## config.mk

```make
export PLATFORM = sky130hd
export DESIGN_NAME = gpio_two_bank
export DESIGN_NICKNAME = d
export VERILOG_FILES = /design/src/rtl/gpio_two_bank.sv
export SDC_FILE = /design/constraint.sdc
export NUM_CORES = 1
export LEC_CHECK = 0
export BUFFER_PORTS_ARGS = -buffer_cell sky130_fd_sc_hd__buf_2
export CORE_MARGIN = 5
export CORE_UTILIZATION = 60
export CTS_CLUSTER_SIZE = 10
export DETAILED_ROUTE_END_ITERATION = 10
export PLACE_DENSITY_LB_ADDON = 0.1
export SLEW_MARGIN = 30
export SYNTH_ARGS = -nofsm -noshare
export SYNTH_HDL_FRONTEND = slang
export SYNTH_SLANG_ARGS = --single-unit
export TNS_END_PERCENT = 20
```

## constraint.sdc

```tcl
create_clock -name clk -period 3.05 [get_ports clk]
set_clock_uncertainty 0.05 [all_clocks]
set_input_delay 0.61 -clock clk [delete_from_list [all_inputs] [get_ports clk]]
set_output_delay 0.61 -clock clk [all_outputs]
set_load 0.1 [all_outputs]
```

## src/rtl/gpio_two_bank.sv

```systemverilog
module gpio_two_bank #(
  parameter int NPINS = 14,
  parameter int SPLIT = 10
) (
  input  logic             clk,
  input  logic             rst_n,
  input  logic             bus_we,
  input  logic [5:0]       bus_addr,
  input  logic [7:0]       bus_wdata,
  output logic [7:0]       bus_rdata,
  input  logic [NPINS-1:0] pin_in,
  output logic [NPINS-1:0] pin_out,
  output logic [NPINS-1:0] pin_oe,
  output logic [31:0]      stat_core,
  output logic [31:0]      stat_resume,
  output logic             irq
);
  localparam logic [2:0] R_EN = 3'd0, R_DIR = 3'd1, R_LVL = 3'd2, R_RISE = 3'd3;
  localparam logic [2:0] R_FALL = 3'd4, R_EVT = 3'd5, R_STS = 3'd7;

  logic [NPINS-1:0] en_q, dir_q, lvl_q, rise_q, fall_q, evt_q, sts_q;
  logic [NPINS-1:0] s1_q, s2_q, s3_q;
  logic [NPINS-1:0] hit, wbit, set_v, clr_v;
  logic [7:0][NPINS-1:0] regv;
  logic [7:0][31:0] cview, rview;
  logic [2:0] rsel;
  logic [31:0] word;

  assign rsel = bus_addr[4:2];

  always_comb begin
    for (int i = 0; i < NPINS; i++) begin
      hit[i]  = bus_we && (bus_addr[5] == (i >= SPLIT)) &&
                (32'(bus_addr[1:0]) == (i - ((i >= SPLIT) ? SPLIT : 0)) / 8);
      wbit[i] = bus_wdata[(i - ((i >= SPLIT) ? SPLIT : 0)) % 8];
    end
  end

  assign set_v = en_q & ((rise_q & s2_q & ~s3_q) | (fall_q & ~s2_q & s3_q));
  assign clr_v = (rsel == R_STS) ? (hit & wbit) : '0;

  assign regv[0] = en_q;
  assign regv[1] = dir_q;
  assign regv[2] = (dir_q & s2_q) | (~dir_q & lvl_q);
  assign regv[3] = rise_q;
  assign regv[4] = fall_q;
  assign regv[5] = evt_q;
  assign regv[6] = '0;
  assign regv[7] = sts_q;

  always_comb begin
    cview = '0;
    rview = '0;
    for (int i = 0; i < NPINS; i++)
      for (int r = 0; r < 8; r++)
        if (i < SPLIT) cview[r][i] = regv[r][i];
        else           rview[r][i-SPLIT] = regv[r][i];
  end

  assign word        = bus_addr[5] ? rview[rsel] : cview[rsel];
  assign bus_rdata   = word[{bus_addr[1:0], 3'b000} +: 8];
  assign stat_core   = cview[R_STS];
  assign stat_resume = rview[R_STS];
  assign pin_oe      = en_q & ~dir_q;
  assign pin_out     = lvl_q;
  assign irq         = |(sts_q & evt_q);

  always_ff @(posedge clk or negedge rst_n) begin
    if (!rst_n) begin
      en_q <= '0; dir_q <= '1; lvl_q <= '0; rise_q <= '0;
      fall_q <= '0; evt_q <= '0; sts_q <= '0;
      s1_q <= '0; s2_q <= '0; s3_q <= '0;
    end else begin
      s1_q  <= pin_in;
      s2_q  <= s1_q;
      s3_q  <= s2_q;
      sts_q <= set_v | (sts_q & ~clr_v);
      for (int i = 0; i < NPINS; i++) begin
        if (hit[i]) begin
          case (rsel)
            R_EN:   en_q[i]   <= wbit[i];
            R_DIR:  dir_q[i]  <= wbit[i];
            R_LVL:  if (!dir_q[i]) lvl_q[i] <= wbit[i];
            R_RISE: rise_q[i] <= wbit[i];
            R_FALL: fall_q[i] <= wbit[i];
            R_EVT:  evt_q[i]  <= wbit[i];
            default: ;
          endcase
        end
      end
    end
  end

  // a driven pin is never one configured as input
  a_r4_oe_output_only: assert property (@(posedge clk) disable iff (!rst_n)
    (pin_oe & dir_q) == '0);

  // no status bit rises one cycle after its pin was disabled
  a_r8_disabled_no_capture: assert property (@(posedge clk) disable iff (!rst_n)
    (sts_q & ~$past(sts_q) & ~$past(en_q)) == '0);

  // irq can only rise after a new status bit or a new mask bit
  a_r10_irq_cause: assert property (@(posedge clk) disable iff (!rst_n)
    $rose(irq) |-> ((sts_q & ~$past(sts_q)) != '0) || ((evt_q & ~$past(evt_q)) != '0));

  for (genvar g = 0; g < NPINS; g++) begin : g_chk
    // stored level holds while the pin is an input
    a_r5_level_hold: assert property (@(posedge clk) disable iff (!rst_n)
      dir_q[g] |=> $stable(lvl_q[g]));
    // a captured edge survives a simultaneous clear
    a_r9_set_wins: assert property (@(posedge clk) disable iff (!rst_n)
      set_v[g] |=> sts_q[g]);
    // a clear with no edge empties the bit
    a_r9_clear: assert property (@(posedge clk) disable iff (!rst_n)
      (clr_v[g] && !set_v[g]) |=> !sts_q[g]);
  end
endmodule

```

==> results.txt, run 1 <==
fin crit period: 2940 ps
CP bufs+invs: 4
P_int: 0.00367 W
Crit Path Category: input pin to primary output
Leak: 3.80 nW
HP Class: input pin to asynchronous set/reset pin
Max Cap Viol: 0
CTS root buf: clkbuf_16
DP HPWL: 11.1 mm
non-filler cells in the finished layout: 811
worst flop-to-flop path startpoint: dir_q[12]
worst setup path endpoint: bus_rdata[2]
number of global-route vias before repair: 4847
net switching power: 0.00252 W
hold slack: 126 ps
post-synthesis sequential area ratio: 50.8%
Post-Syn Instances: 575
WP data arrival: 2280 ps
core footprint: 11400 µm²
total die area: 13800 µm²
gr usage total: 23.9%
Worst Max-Slew Pin Slew: 604 ps
post-DR wirelength/cell: 20.0 µm
Slowest-stage cell, CP: a211oi_1
RSZ-0062 raised after global routing: false
cell mode on critical path: buf_4
VDD IR max: 0.000704 V
Remaining DRCs: 0
Clock transition at path regs: 50 ps
Synth top area share: 45.5%
Netlist Area Pre-Place: 6940 µm²
CP Cell Sequence: buf_4, buf_4, buf_4, mux2i_1, nor2_1, a211oi_1, a221oi_4, buf_12
Commonest cells post-synth: dfrtp_1 (126), mux2_2 (92), buf_4 (67), nand2_1 (52), nor2_1 (39)
first-pass iteration count of the detailed router: 5
CP startpoint kind: input pin
FFs w/ async S/R, synth: 100%
Bufs on Longest Clock Path: 2
Max Transition Viols Final: 0
fmax: 340 MHz
reg2reg setup slack: 1970 ps
YS warnings: 0
fin nets: 687
CP max stage delay: 400 ps
initial DRC count: 381
worst endpoint required time: 2390 ps
CTS tree: built
clock share of power: 29.5%
most common cell in the synthesized netlist: dfrtp_1
Die Y: 118 µm
crit-path leading delay family: buffers and inverters
GPL Wtd Cong: 0.876
vias: 4712
synthesized flop and latch total: 140
GR Overflow Total: 0
Post-synth EDFFs: 0
switching share of power: 40.7%
critical path launch point: bus_addr[3]
worst reg2reg path endpoint: pin_out[12]
area leader, netlist: dfrtp_1
period utilization: 96.5%
clock sinks: 140
Comb power frac: 32.3%
number of antenna violations at the first check in global routing: 0
die width: 118 µm
Antenna diodes: 0
setup bufs post-CTS: 0
Ports: 132
post-detailed-route count of antenna-violating nets: 0
Fin. Hold Viols: 0
Num CTS Buffers: 17
ys flop type: dfrtp_1
final setup violation count: 0
Netlist cell types: 46
largest net degree at the start of global routing: 63
Placed Cells: 780
Synth area leaders: dfrtp_1 (45%), mux2_2 (15%), buf_4 (7.3%)
CP endpoint kind: primary output
Rel. slew slack: 59.8%
starting density of the core: 61.0%
Avg Cell Area, Syn: 12.1 µm²
Crit Path Max Fanout: 16
Power Density: 774 nW/µm²
Worst R2R Path Depth: 2
Levels on crit path: 8
num rows: 39
# port buffers: 81
H-tree levels: 4
Flop pwr share: 38.2%
worst-skew pair later-pin latency: 410 ps
status: complete, no violations
WL final: 16.2 mm
P&R area growth vs syn: 15.3%
via/cell ratio: 5.81
layout cells sized above 1: 41.0%
first-pass GRT wire length: 26.5 mm
## metrics by stage
stage | util (%) | total power (W) | setup slack (ps) | TNS (ps) | cell area (µm²)
2_1_floorplan | - | 0.00414 | -278 | -1230 | 7190
3_3_place_gp | 65.6 | 0.00436 | 40.3 | 0 | 7460
3_5_place_dp | 65.6 | 0.00439 | -61.2 | -61.2 | 7460
4_1_cts | 70.3 | 0.00623 | 92.9 | 0 | 7990
5_1_grt | 70.4 | 0.00642 | 3.79 | 0 | 8000
6_report | 70.4 | 0.00619 | 108 | 0 | 8000
## worst min-delay path by stage
stage / startpoint / endpoint / slack (ps) / cells past startpoint
5_1_grt: rst_n / en_q[4] / 170 / 1
4_1_cts: rst_n / en_q[4] / 140 / 1
3_5_place_dp: s1_q[12] / s2_q[12] / 280 / 0
6_report: rst_n / s1_q[4] / 130 / 1
3_3_place_gp: s1_q[9] / s2_q[9] / 280 / 0
2_1_floorplan: rst_n / en_q[0] / 260 / 0
## sequential cells by signal (all words and copies together) (netlist names)
signal / flops
s1_q: 14
s3_q: 14
en_q: 14
fall_q: 14
rise_q: 14
dir_q: 14
sts_q: 14
pin_out: 14
evt_q: 14
s2_q: 14
## kinds of logic after synthesis
family / synth area share (%)
DFF: 50.8
and+or+nand+nor: 10.3
muxes: 21.4
buffers and inverters: 8.69
AOI/OAI and AO/OA: 8.78
other: 0.0541
## layout by cell type, fill, tap and decap left out, types with 2 or more instances in the layout
master / count
nor3_2: 4
clkbuf_1: 4
dfstp_2: 14
a221oi_1: 13
nand2b_1: 3
a211o_1: 8
mux4_2: 4
a22o_1: 16
mux2_4: 16
clkbuf_8: 3
nor2_8: 2
mux2i_1: 12
a21oi_1: 8
buf_12: 8
clkinvlp_4: 3
clkbuf_16: 17
mux2_2: 92
and4bb_2: 2
o21ai_0: 4
a211oi_1: 5
buf_4: 21
conb_1: 50
nand2_1: 52
nor2b_1: 14
inv_1: 2
nand4bb_1: 2
or2_2: 2
nor2_1: 39
buf_2: 71
nand3b_1: 2
o22ai_1: 13
a22oi_1: 4
or3_1: 2
clkinv_2: 4
a221oi_4: 2
dfrtp_1: 126
nand3_1: 7
## routing by layer
layer  wire length (µm)  GRT usage [%]
met5                  0              0
met4                222           7.46
met3               1190           5.48
met2               7690           36.9
met1               7120           33.9
## power by group through the flow
stage | Combinational (W) | Sequential (W) | Clock [W]
5_1_grt | 0.00208 | 0.00240 | 0.00194
3_5_place_dp | 0.00200 | 0.00239 | 0
3_3_place_gp | 0.00198 | 0.00238 | 0
4_1_cts | 0.00201 | 0.00236 | 0.00186
6_report | 0.00200 | 0.00237 | 0.00182
2_1_floorplan | 0.00166 | 0.00248 | 0
## area by class of cell
class | instances | area, µm²
timing repair buffer | 102 | 692
sequential | 140 | 3520
tap | 143 | 179
inverter | 2 | 7.51
multi-input combinational | 393 | 3080
fill | 814 | 3370
clock inverter | 7 | 42.5
clock buffer | 24 | 482
## what timing repair did
| item | CTS | global route |
|---|---|---|
| cloned | 0 | 0 |
| hold buffers | 0 | 0 |
| gates resized for setup | 2 | 2 |
| setup endpoints to repair | 1 | 2 |
| endpoints found under the hold margin | 0 | 0 |
Note: power is estimated with default switching activity, not from simulation.
==> run 2, diff against run 1 <==
==> constraint.sdc (replaced) <==
create_clock -name clk -period 3.05 [get_ports clk]
set_clock_uncertainty 0.05 [all_clocks]
set_input_delay 0.305 -clock clk [delete_from_list [all_inputs] [get_ports clk]]
set_output_delay 0.305 -clock clk [all_outputs]
set_load 0.1 [all_outputs]
==> results.txt, run 2 (synthesis gave the netlist of run 1 again) <==
status: complete, no violations (unchanged)
Final Cell Area: 7940 µm² (was 8000 µm²)
P&R area growth vs syn: 14.5% (was 15.3%)
WP data arrival: 2310 ps (was 2280 ps)
worst-skew pair later-pin latency: 420 ps (was 410 ps)
Antenna diodes: 0 (unchanged)
Die Y: 118 µm (unchanged)
gr usage total: 23.8% (was 23.9%)
worst endpoint required time: 2690 ps (was 2390 ps)
cell mode on critical path: a211o_1 (was buf_4)
Bufs on Longest Clock Path: 2 (unchanged)
commonest non-fill, non-tap cells in the layout: dfrtp_1 (126), mux2_2 (92), buf_2 (78) (was dfrtp_1 (126), mux2_2 (92), buf_2 (71))
num rows: 39 (unchanged)
CP max stage delay: 580 ps (was 400 ps)
hold_buf cts: 15 (was 0)
total die area: 13800 µm² (unchanged)
number of antenna violations at the first check in global routing: 0 (unchanged)
via/cell ratio: 5.81 (about the same)
period utilization: 87.3% (was 96.5%)
Num CTS Buffers: 17 (unchanged)
CP startpoint kind: flop (was input pin)
Crit Path Category: flop to primary output (was input pin to primary output)
Fin. Hold Viols: 0 (unchanged)
Max Cap Viol: 0 (unchanged)
WL final: 16.0 mm (was 16.2 mm)
layout cells sized above 1: 38.2% (was 41.0%)
Max Transition Viols Final: 0 (unchanged)
Rel. slew slack: 47.0% (was 59.8%)
hold slack: 162 ps (was 126 ps)
GR Overflow Total: 0 (unchanged)
CP Cell Sequence: mux2i_1, a211o_1, a211o_1, o311ai_2, buf_2 (was buf_4, buf_4, buf_4, mux2i_1, nor2_1, a211oi_1, a221oi_4, buf_12)
die width: 118 µm (unchanged)
# port buffers: 81 (unchanged)
clock sinks: 140 (unchanged)
Multi-input gate area: 3020 µm² (was 3080 µm²)
first-pass GRT wire length: 26.1 mm (was 26.5 mm)
HP Class: input pin to flop (was input pin to asynchronous set/reset pin)
starting density of the core: 61.0% (unchanged)
CP endpoint kind: primary output (unchanged)
Worst Max-Slew Pin Slew: 795 ps (was 604 ps)
vias: 4732 (was 4712)
setup bufs post-CTS: 0 (unchanged)
Leak: 3.79 nW (was 3.80 nW)
first-pass iteration count of the detailed router: 5 (unchanged)
DP HPWL: 10.8 mm (was 11.1 mm)
GPL Wtd Cong: 0.888 (was 0.876)
post-DR wirelength/cell: 19.7 µm (was 20.0 µm)
CTS tree: built (unchanged)
Clock transition at path regs: 60 ps (was 50 ps)
fillers: 808 (was 814)
post-CTS resize count: 0 (was 2)
largest net degree at the start of global routing: 90 (was 63)
fin nets: 689 (was 687)
Slowest-stage cell, CP: dfstp_2 (was a211oi_1)
initial DRC count: 394 (was 381)
fin crit period: 2660 ps (was 2940 ps)
Crit Path Max Fanout: 5 (was 16)
VDD IR max: 0.000600 V (was 0.000704 V)
Ports: 132 (unchanged)
core footprint: 11400 µm² (unchanged)
post-detailed-route count of antenna-violating nets: 0 (unchanged)
final setup violation count: 0 (unchanged)
number of global-route vias before repair: 4791 (was 4847)
storage element area: 3520 µm² (unchanged)
Area after DPL: 7250 µm² (was 7460 µm²)
commonest non-fill, non-tap cell in the layout: dfrtp_1 (unchanged)
H-tree levels: 4 (unchanged)
Remaining DRCs: 0 (unchanged)
RSZ-0062 raised after global routing: false (unchanged)
post-placement setup slack: 459 ps (was -61.2 ps)
CP bufs+invs: 1 (was 4)
crit-path leading delay family: compound AO/OA/AOI/OAI gates (was buffers and inverters)
CTS root buf: clkbuf_16 (unchanged)
Final Worst Setup Slack: 387 ps (was 108 ps)
Power Density: 787 nW/µm² (was 774 nW/µm²)
total power: 0.00625 W (was 0.00619 W)
fmax: 376 MHz (was 340 MHz)
[run 2: changes by cell type in the layout (fill, tap and decap cells not counted), sizes merged]
cell / before / now
buf: 101 / 89
clkinv: 4 / 5
clkinvlp: 3 / 2
clkbuf: 25 / 24
bufinv: 0 / 1
dlygate4sd3: 0 / 15
[run 2: worst paths after layout]
kind / from / endpoint / depth (start not counted) / slack (ps)
worst min-delay path: bus_wdata[4] / rise_q[4] / 2 / 160
max in group asynchronous: rst_n / dir_q[0] / 3 / 1720
worst max register to register: dir_q[1] / pin_out[1] / 2 / 1940
min in group asynchronous: rst_n / pin_out[4] / 2 / 450
worst max-delay path: dir_q[1] / bus_rdata[1] / 5 / 390
worst min register to register: s1_q[4] / s2_q[4] / 0 / 300
[run 2: through the flow]
stage	cells	TNS, ps	util, %
floorplan	624	-3680	-
global placement	767	0	63.8
detailed placement	767	0	63.8
CTS	814	0	69.9
global route	814	0	69.9
finish	814	0	69.9
[run 2: worst register-to-register path: cells and delay by family (launching register included)]
kind | cells | cell delay [ps]
simple gates | 1 | 70
flops | 1 | 580
mux | 1 | 290
[run 2: metal layers]
layer / global-route usage (%) / share of wire (%) / wire, µm / vias up
met5: 0 / 0 / 0 / -
li1: - / - / - / 2120
met3: 7.26 / 7.2 / 1160 / 25
met2: 34.8 / 46 / 7420 / 215
met4: 7.74 / 1.5 / 241 / 0
met1: 34.2 / 45 / 7180 / 2372
[run 2: area by class of cell]
cell class,instances,share of cell area (%)
repair buffers,104,8.52
clock buffers,24,5.94
well taps,143,2.25
inverters,2,0.0945
flip-flops and latches,140,44.3
multi-input cells,393,38.0
clock inverters,8,0.882
[run 2: report_power, final]
| group | internal (W) | switching, W |
|---|---|---|
| Sequential | 0.00212 | 0.000256 |
| Combinational | 0.000455 | 0.00153 |
| Clock | 0.00116 | 0.000741 |
